==> src/rtl/ferr_pkg.sv <==
package ferr_pkg;
  localparam int          BYTE_W      = 8;
  localparam logic [7:0]  ADDR_LO_DEF = 8'hF2;
  localparam logic [7:0]  ADDR_HI_DEF = 8'hF3;

  typedef enum logic [1:0] {
    SEL_IDLE,
    SEL_LO,
    SEL_HI,
    SEL_OTHER
  } sel_e;
endpackage

==> src/rtl/ferr_lpf.sv <==
module ferr_lpf #(
  parameter int DW = 16,
  parameter int FW = 8,
  parameter int K  = 3
) (
  input  logic                 clk,
  input  logic                 rst_n,
  input  logic                 smp_stb,
  input  logic signed [DW-1:0] smp_val,
  output logic signed [DW-1:0] live
);
  localparam int ACC_W = DW + FW;
  localparam logic signed [ACC_W+1:0] SAT_HI = {3'b000, {(ACC_W-1){1'b1}}};
  localparam logic signed [ACC_W+1:0] SAT_LO = {3'b111, {(ACC_W-1){1'b0}}};

  logic signed [ACC_W-1:0] acc_q, acc_d;
  logic signed [ACC_W-1:0] x_ext;
  logic signed [ACC_W:0]   diff;
  logic signed [ACC_W:0]   step;
  logic signed [ACC_W+1:0] sum;

  always_comb begin
    x_ext = {smp_val, {FW{1'b0}}};
    diff  = {x_ext[ACC_W-1], x_ext} - {acc_q[ACC_W-1], acc_q};
    step  = diff >>> K;
    sum   = {{2{acc_q[ACC_W-1]}}, acc_q} + {step[ACC_W], step};
    acc_d = acc_q;
    if (smp_stb) begin
      if (sum > SAT_HI)      acc_d = SAT_HI[ACC_W-1:0];
      else if (sum < SAT_LO) acc_d = SAT_LO[ACC_W-1:0];
      else                   acc_d = sum[ACC_W-1:0];
    end
  end

  always_ff @(posedge clk or negedge rst_n) begin
    if (!rst_n) acc_q <= '0;
    else        acc_q <= acc_d;
  end

  assign live = acc_q[ACC_W-1:FW];
endmodule

==> src/rtl/ferr_hold.sv <==
module ferr_hold #(
  parameter int DW = 16
) (
  input  logic          clk,
  input  logic          rst_n,
  input  logic          rd_lo,
  input  logic          rd_hi,
  input  logic [DW-1:0] live,
  output logic [DW-1:0] snap,
  output logic          locked,
  output logic [DW-1:0] view
);
  logic [DW-1:0] snap_d;
  logic          lock_d;

  always_comb begin
    snap_d = locked ? snap : live;
    lock_d = locked;
    if (rd_lo)      lock_d = 1'b1;
    else if (rd_hi) lock_d = 1'b0;
  end

  always_ff @(posedge clk or negedge rst_n) begin
    if (!rst_n) begin
      snap   <= '0;
      locked <= 1'b0;
    end else begin
      snap   <= snap_d;
      locked <= lock_d;
    end
  end

  assign view = locked ? snap : live;
endmodule

==> src/rtl/ferr_rdport.sv <==
module ferr_rdport
  import ferr_pkg::*;
#(
  parameter int         DW      = 16,
  parameter int         AW      = 8,
  parameter logic [7:0] ADDR_LO = ADDR_LO_DEF,
  parameter logic [7:0] ADDR_HI = ADDR_HI_DEF
) (
  input  logic              clk,
  input  logic              rst_n,
  input  logic              bus_stb,
  input  logic              bus_we,
  input  logic [AW-1:0]     bus_addr,
  input  logic [DW-1:0]     view,
  output logic              rd_lo,
  output logic              rd_hi,
  output logic [BYTE_W-1:0] rd_data
);
  sel_e              sel;
  logic [BYTE_W-1:0] rd_d;

  always_comb begin
    sel = SEL_IDLE;
    if (bus_stb && !bus_we) begin
      if (bus_addr == AW'(ADDR_LO))      sel = SEL_LO;
      else if (bus_addr == AW'(ADDR_HI)) sel = SEL_HI;
      else                               sel = SEL_OTHER;
    end
    rd_lo = (sel == SEL_LO);
    rd_hi = (sel == SEL_HI);
    rd_d  = rd_data;
    case (sel)
      SEL_LO:    rd_d = view[BYTE_W-1:0];
      SEL_HI:    rd_d = view[2*BYTE_W-1:BYTE_W];
      SEL_OTHER: rd_d = '0;
      default:   rd_d = rd_data;
    endcase
  end

  always_ff @(posedge clk or negedge rst_n) begin
    if (!rst_n) rd_data <= '0;
    else        rd_data <= rd_d;
  end
endmodule

==> src/rtl/ferr_snapshot.sv <==
module ferr_snapshot
  import ferr_pkg::*;
#(
  parameter int         DW      = 16,
  parameter int         FW      = 8,
  parameter int         K       = 3,
  parameter int         AW      = 8,
  parameter logic [7:0] ADDR_LO = ADDR_LO_DEF,
  parameter logic [7:0] ADDR_HI = ADDR_HI_DEF
) (
  input  logic                 clk,
  input  logic                 rst_n,
  input  logic                 smp_stb,
  input  logic signed [DW-1:0] smp_val,
  input  logic                 bus_stb,
  input  logic                 bus_we,
  input  logic [AW-1:0]        bus_addr,
  output logic [BYTE_W-1:0]    rd_data
);
  logic          rst_meta, rst_sync_n;
  logic [DW-1:0] live, snap, view;
  logic          locked, rd_lo, rd_hi;

  always_ff @(posedge clk or negedge rst_n) begin
    if (!rst_n) begin
      rst_meta   <= 1'b0;
      rst_sync_n <= 1'b0;
    end else begin
      rst_meta   <= 1'b1;
      rst_sync_n <= rst_meta;
    end
  end

  ferr_lpf #(.DW(DW), .FW(FW), .K(K)) u_lpf (
    .clk(clk), .rst_n(rst_sync_n), .smp_stb(smp_stb), .smp_val(smp_val), .live(live)
  );

  ferr_hold #(.DW(DW)) u_hold (
    .clk(clk), .rst_n(rst_sync_n), .rd_lo(rd_lo), .rd_hi(rd_hi),
    .live(live), .snap(snap), .locked(locked), .view(view)
  );

  ferr_rdport #(.DW(DW), .AW(AW), .ADDR_LO(ADDR_LO), .ADDR_HI(ADDR_HI)) u_rd (
    .clk(clk), .rst_n(rst_sync_n), .bus_stb(bus_stb), .bus_we(bus_we),
    .bus_addr(bus_addr), .view(view), .rd_lo(rd_lo), .rd_hi(rd_hi), .rd_data(rd_data)
  );
endmodule

==> config.mk <==
export PLATFORM = sky130hd
export DESIGN_NAME = ferr_snapshot
export DESIGN_NICKNAME = d
export VERILOG_FILES = /design/src/rtl/ferr_pkg.sv /design/src/rtl/ferr_lpf.sv /design/src/rtl/ferr_hold.sv /design/src/rtl/ferr_rdport.sv /design/src/rtl/ferr_snapshot.sv
export SDC_FILE = /design/constraint.sdc
export NUM_CORES = 1
export LEC_CHECK = 0
export CORE_MARGIN = 2
export CORE_UTILIZATION = 55
export DETAILED_ROUTE_END_ITERATION = 10
export DONT_BUFFER_PORTS = 1
export HOLD_SLACK_MARGIN = 0.1
export PLACE_DENSITY = 0.73
export SYNTH_ARGS = -nofsm -noshare
export SYNTH_HDL_FRONTEND = slang
export SYNTH_SLANG_ARGS = --single-unit
==> constraint.sdc <==
create_clock -name clk -period 2 [get_ports clk]
set_clock_uncertainty 0.05 [all_clocks]
set_input_delay 0.4 -clock clk [delete_from_list [all_inputs] [get_ports clk]]
set_output_delay 0.4 -clock clk [all_outputs]
set_load 0.05 [all_outputs]
## Word level (Yosys, flattened, before mapping)

Cells that the tools add are included.

| cells by class | value |
|---|---|
| $add $sub $neg | 2 |
| magnitude comparators | 2 |
| equal/unequal tests | 5 |
| muxes and demuxes | 9 |
| reduce and logical (&&, ||, !) cells | 4 |

Operators with widths:

| cell | count |
|---|---|
| 24-bit 2-to-1 mux | 2 |
| 26-bit by 24-bit greater-than comparator with 1-bit output (second input constant) | 1 |
| 26-bit by 24-bit < comparator with 1-bit output (second input constant) | 1 |
| 24-bit by 22-bit adder with 25-bit output | 1 |
| 24-bit by 24-bit subtractor with 25-bit output | 1 |
| 8-bit one-hot mux with 3 select lines | 1 |
| 8-bit equality test (second input constant) | 2 |
| 16-bit 2-to-1 mux | 1 |
| 2-bit equality test (second input constant) | 2 |
| 2-bit 2-to-1 mux | 2 |
| 1-bit 2-to-1 mux | 3 |
| 3-bit nonzero test | 1 |
| 2-bit by 1-bit equality test with 1-bit output (second input constant) | 1 |
| 2-bit nonzero test | 1 |
| 1-bit logical AND | 1 |
| 1-bit zero test | 1 |

| word-level totals | value |
|---|---|
| flip-flop bits (word level) | 51 |
| bits of input ports | 29 |
| logic and storage cells | 28 |

## Logic depth before layout (Yosys ltp)

| depth | value |
|---|---|
| depth after elaboration | 7 |
| depth in mapped cells | 22 |
| gate-level depth less buffers | 19 |

## Modules after synthesis

Synthesis repeated with hierarchy kept, for this count alone.

| unflattened totals | value |
|---|---|
| cells, all modules | 492 |
| area, all modules | 4446.8 um^2 |

By module, submodules not included:

| module | times used | cells an instance | area an instance (um^2) | seq. area each (um^2) |
|---|---|---|---|---|
| ferr_lpf | 1 | 409 | 3235.6 | 600.6 |
| ferr_hold | 1 | 37 | 683.2 | 425.4 |
| ferr_rdport | 1 | 43 | 474.2 | 200.2 |
| ferr_snapshot | 1 | 3 | 53.8 | 50.0 |

## Worst setup path before layout

OpenSTA, ideal clock, no wires.

| path | value |
|---|---|
| kind | input -> register |
| start | input port smp_val[5] |
| end | register u_lpf.acc_q[22] |
| setup time | 0.083 ns |
| arrival | 4.500 ns |
| setup slack | -2.632 ns |
| stages | 21 |
| buffers on the path | 3 |
| cell sequence | ha_1 a21o_1 a21o_1 a211o_1 a31o_1 a221o_1 a31oi_2 o21ai_0 xor2_1 ha_1 clkbuf_1 nand4_1 or3b_1 nor3_1 o21ai_1 nand3_1 and3_1 clkbuf_2 clkbuf_1 o21ai_0 o22ai_1 |

| between the ends | value |
|---|---|
| longest elaborated chain between the ends | 5 |
| elaborated cells between the ends (all ways) | 6 |
| classes of those cells | 2 x add/sub; 2 x order compare; 2 x mux |

Ends and longest elaborated chain:

| what | line | RTL |
|---|---|---|
| start, declared | ferr_snapshot.sv:14 | `input logic signed [DW-1:0] smp_val,` |
| 24-bit by 24-bit subtractor with 25-bit output (*) | ferr_lpf.sv:24 | `diff = {x_ext[ACC_W-1], x_ext} - {acc_q[ACC_W-1], acc_q};` |
| 24-bit by 22-bit adder with 25-bit output (*) | ferr_lpf.sv:26 | `sum = {{2{acc_q[ACC_W-1]}}, acc_q} + {step[ACC_W], step};` |
| 26-bit by 24-bit < comparator with 1-bit output | ferr_lpf.sv:30 | `else if (sum < SAT_LO) acc_d = SAT_LO[ACC_W-1:0];` |
| 24-bit 2-to-1 mux | ferr_lpf.sv:30 |  |
| 24-bit 2-to-1 mux (*) | ferr_lpf.sv:29 | `if (sum > SAT_HI) acc_d = SAT_HI[ACC_W-1:0];` |
| end signal, assigned | ferr_lpf.sv:36 | `if (!rst_n) acc_q <= '0;` |
| end signal, assigned | ferr_lpf.sv:37 | `else acc_q <= acc_d;` |
| end, declared | ferr_lpf.sv:16 | `logic signed [ACC_W-1:0] acc_q, acc_d;` |

Every way passes the cells marked *; elsewhere a longest branch is shown, timed or not.
A chain may end at the register's enable or synchronous reset.

## Worst setup path in the final report

| path | value |
|---|---|
| start | register u_lpf.acc_q[13] |
| end | register u_lpf.acc_q[6] |

| between the ends | value |
|---|---|
| longest elaborated chain between the ends | 5 |
| elaborated cells between the ends (all ways) | 6 |
| classes of those cells | 2 x add/sub; 2 x order compare; 2 x mux |

Ends and longest elaborated chain:

| what | line |
|---|---|
| 24-bit by 24-bit subtractor with 25-bit output | ferr_lpf.sv:24 |
| 24-bit by 22-bit adder with 25-bit output (*) | ferr_lpf.sv:26 |
| 26-bit by 24-bit < comparator with 1-bit output | ferr_lpf.sv:30 |
| 24-bit 2-to-1 mux | ferr_lpf.sv:30 |
| 24-bit 2-to-1 mux (*) | ferr_lpf.sv:29 |

Marks and branches as above.

==> reports/results.ini <==
[placed_design]
dp_hpwl_um = 10380
portBuffers = 0
gp_congestion = 0.9025

[worst_setup_path]
required_ps = 2170
path_max_fanout = 6
cp_slowest_stage_delay_ps = 420
path_buf_inv = 3
r2r_slack_ps = -2720
critPathTopFamily = compound AO/OA/AOI/OAI gates
path_cells = inv_2, ha_4, a21o_1, a21o_1, a211o_1, a31o_1, a221o_2, buf_6, a21oi_4, xnor2_1, ha_1, buf_6, nand4_1, or3b_4, nor2_2, a311oi_4, nand3_2, and3_4, maj3_2, mux2_4
endpoint_kind = flop
crit_path_top_delay_cell = dfrtp_1
start_kind = flop
critical_path_class = flop to flop
cp_data_arrival_time_ps = 4890

[cells_and_area]
seqCellArea_um2 = 1277
finish.utilization_pct = 81.36
nets = 774
drive_above_1_share_pct = 36.42
multi_input_area_um2 = 3193
n_fill_cell = 462
syn_to_final_growth_pct = 43.24
diodes = 0

[synth]
synth_area_um2 = 4389
synth_top_area_share_pct = 29.08
syn_nets = 610
seq_area_frac_synth_pct = 29.08
syn_inst = 538
ys_ff_latch = 51
synth_edf_count = 0
synth_cell_types = 61
synth_top_cell_by_area = dfrtp_1
avgSynthCellArea_um2 = 8.158
yosys_most_used_dff = dfrtp_1
async_flop_share_pct = 100.0
yosys_warnings = 0
synthTopCellsByArea = dfrtp_1, ha_1, a21oi_1

[drt]
drc = 0
routedWlPerCell_um = 19.48
drt_iter0_markers = 370
viasPerCell = 6.144
postRouteAntennaNets = 0
drt_wl_total_um = 15680
num_vias = 4946
dr.pass1.iters = 5

[die]
initial_core_util_pct = 56.80
die_area_um2 = 8710
core-area_um2 = 7727
die_x_um = 93.33
io_pins = 37
row_count = 32
die_h_um = 93.33

[sta]
maxSlewViolCount = 0
tightest_slew_ps = 607.4
max_slew_margin_pct = 59.51
finalHoldViolations = 0
min_period_ps = 4716
finalSetupViolCount = 24
setup_slack_ps = -2716
rsz0062_at_grt = true
fmax_mhz = 212.0
whs_ps = 103.3
min_period_over_period_pct = 235.8

[clock_network]
cts.sinks = 51
cts.clk_slew.worst_paths_ps = 110
cts_tree = built
clockBufferDepth = 2
cts_buffers = 5
insertion_delay_ps = 330
htreeDepth = 2
clock-root-buffer = clkbuf_8

[global_routing]
grt_antenna_before_repair = 0
grt_max_degree = 42
grt_pass1_wl_um = 24500
grt_usage_pct = 35.67
grt.overflow.total = 0
grt_pass1_vias = 5109

[job]
drv_cap = 0

[outcome]
outcome = complete, but fails checks
failed_checks = negative setup slack

[min_path]
min_path_type = primary input to flop

[synthesized netlist by cell type (all sizes together), types with 3 or more instances]
master / instances
a31o: 4
o2111ai: 3
o21a: 4
mux2: 3
a31oi: 9
dfrtp: 51
xor2: 12
maj3: 5
a311oi: 4
nor2: 32
o211ai: 3
and3: 6
nand2: 52
mux2i: 4
clkbuf: 22
inv: 34
ha: 43
nor2b: 7
xnor2: 25
nand3: 11
o22ai: 19
o21ai: 53
nand4: 4
a21oi: 49
buf: 4
a21o: 16
a211o: 5
nor3: 14
nand3b: 4
nand2b: 7
[final cells by class]
class	count	share of cell area, %
timing repair buffer	183	23.32
inverter	34	2.030
multi-input combinational	427	50.79
tap	102	2.030
clock buffer	5	1.095
clock inverter	3	0.4179
sequential	51	20.32
[stage by stage]
stage | setup TNS (ps) | setup WS, ps | instances | instance area, um2
after floorplan | -52910 | -2271 | 538 | 4578
after global placement | -56730 | -2457 | 781 | 5792
after detailed placement | -60300 | -2628 | 781 | 5792
after CTS | -58650 | -2522 | 804 | 6192
after global routing | -66520 | -2857 | 805 | 6287
final | -62420 | -2716 | 805 | 6287
[cell families (layout without fill, tap and decap cells)]
family          Yosys count  count (layout)  share of synthesized area, %
buf+inv                  60             225                         5.274
xor+xnor                 37              37                         7.554
fa+ha+maj                48              48                         13.54
flops                    51              51                         29.08
simple gates            152             152                         16.93
other cells               1               1                       0.08544
mux                       7               7                         1.682
compound gates          182             182                         25.86
[flip-flops by register name, indices dropped and copies added, names as in the netlist]
| name | count |
|---|---|
| rst_meta | 1 |
| u_rd.rd_data | 8 |
| u_lpf.acc_q | 24 |
| rst_sync_n | 1 |
| u_hold.locked | 1 |
| u_hold.snap | 16 |
[placed cells by master (no fill, tap or decap), types with 10 or more instances in the layout]
| master | instances |
|---|---|
| dfrtp_1 | 50 |
| ha_1 | 40 |
| o22ai_1 | 18 |
| inv_1 | 32 |
| a21oi_1 | 37 |
| xnor2_1 | 23 |
| o21ai_0 | 27 |
| buf_4 | 170 |
| nor3_1 | 11 |
| a21oi_2 | 10 |
| nand2_1 | 49 |
| nor2_1 | 31 |
| a21o_1 | 16 |
| o21ai_1 | 22 |
| xor2_1 | 11 |
[per-layer routing]
metal / track usage [%] / part of all wire, % / up-vias
met4: 16.42 / 5.4 / 0
met2: 62.71 / 50 / 251
met5: 0 / 0 / -
met1: 41.74 / 39 / 2337
li1: - / - / 2267
met3: 6.930 / 6.2 / 91
[worst paths after layout]
kind / depth (start not counted) / from / endpoint
max: 20 / u_lpf.acc_q[13] / u_lpf.acc_q[6]
min: 1 / smp_stb / u_lpf.acc_q[1]
max reg2reg: 20 / u_lpf.acc_q[13] / u_lpf.acc_q[6]
min reg2reg: 0 / rst_sync_n / u_lpf.acc_q[20]
max in group asynchronous: 1 / rst_sync_n / u_lpf.acc_q[14]
min in group asynchronous: 0 / rst_sync_n / u_lpf.acc_q[20]
[timing repair]
| action | CTS | global route |
|---|---|---|
| pin swaps | 28 | 13 |
| gates resized for setup | 32 | 19 |
| setup buffers | 12 | 1 |
| hold buffers | 2 | 0 |
| endpoints found under the hold margin | 3 | 0 |
| endpoints found under the setup margin | 24 | 24 |
| cloned | 1 | 0 |
[worst register-to-register path, cell delays in order (launching register included)]
cell and delay [ps]:
dfrtp_1 420, inv_2 90, ha_4 200, a21o_1 180, a21o_1 150, a211o_1 260, a31o_1 240, a221o_2 420
buf_6 150, a21oi_4 120, xnor2_1 90, ha_1 330, buf_6 140, nand4_1 110, or3b_4 170, nor2_2 70
a311oi_4 410, nand3_2 180, and3_4 230, maj3_2 350, mux2_4 270
Power is left out: the tool's default activity adds up to more than one toggle a clock period on the data nets, which glitch-free logic cannot reach.
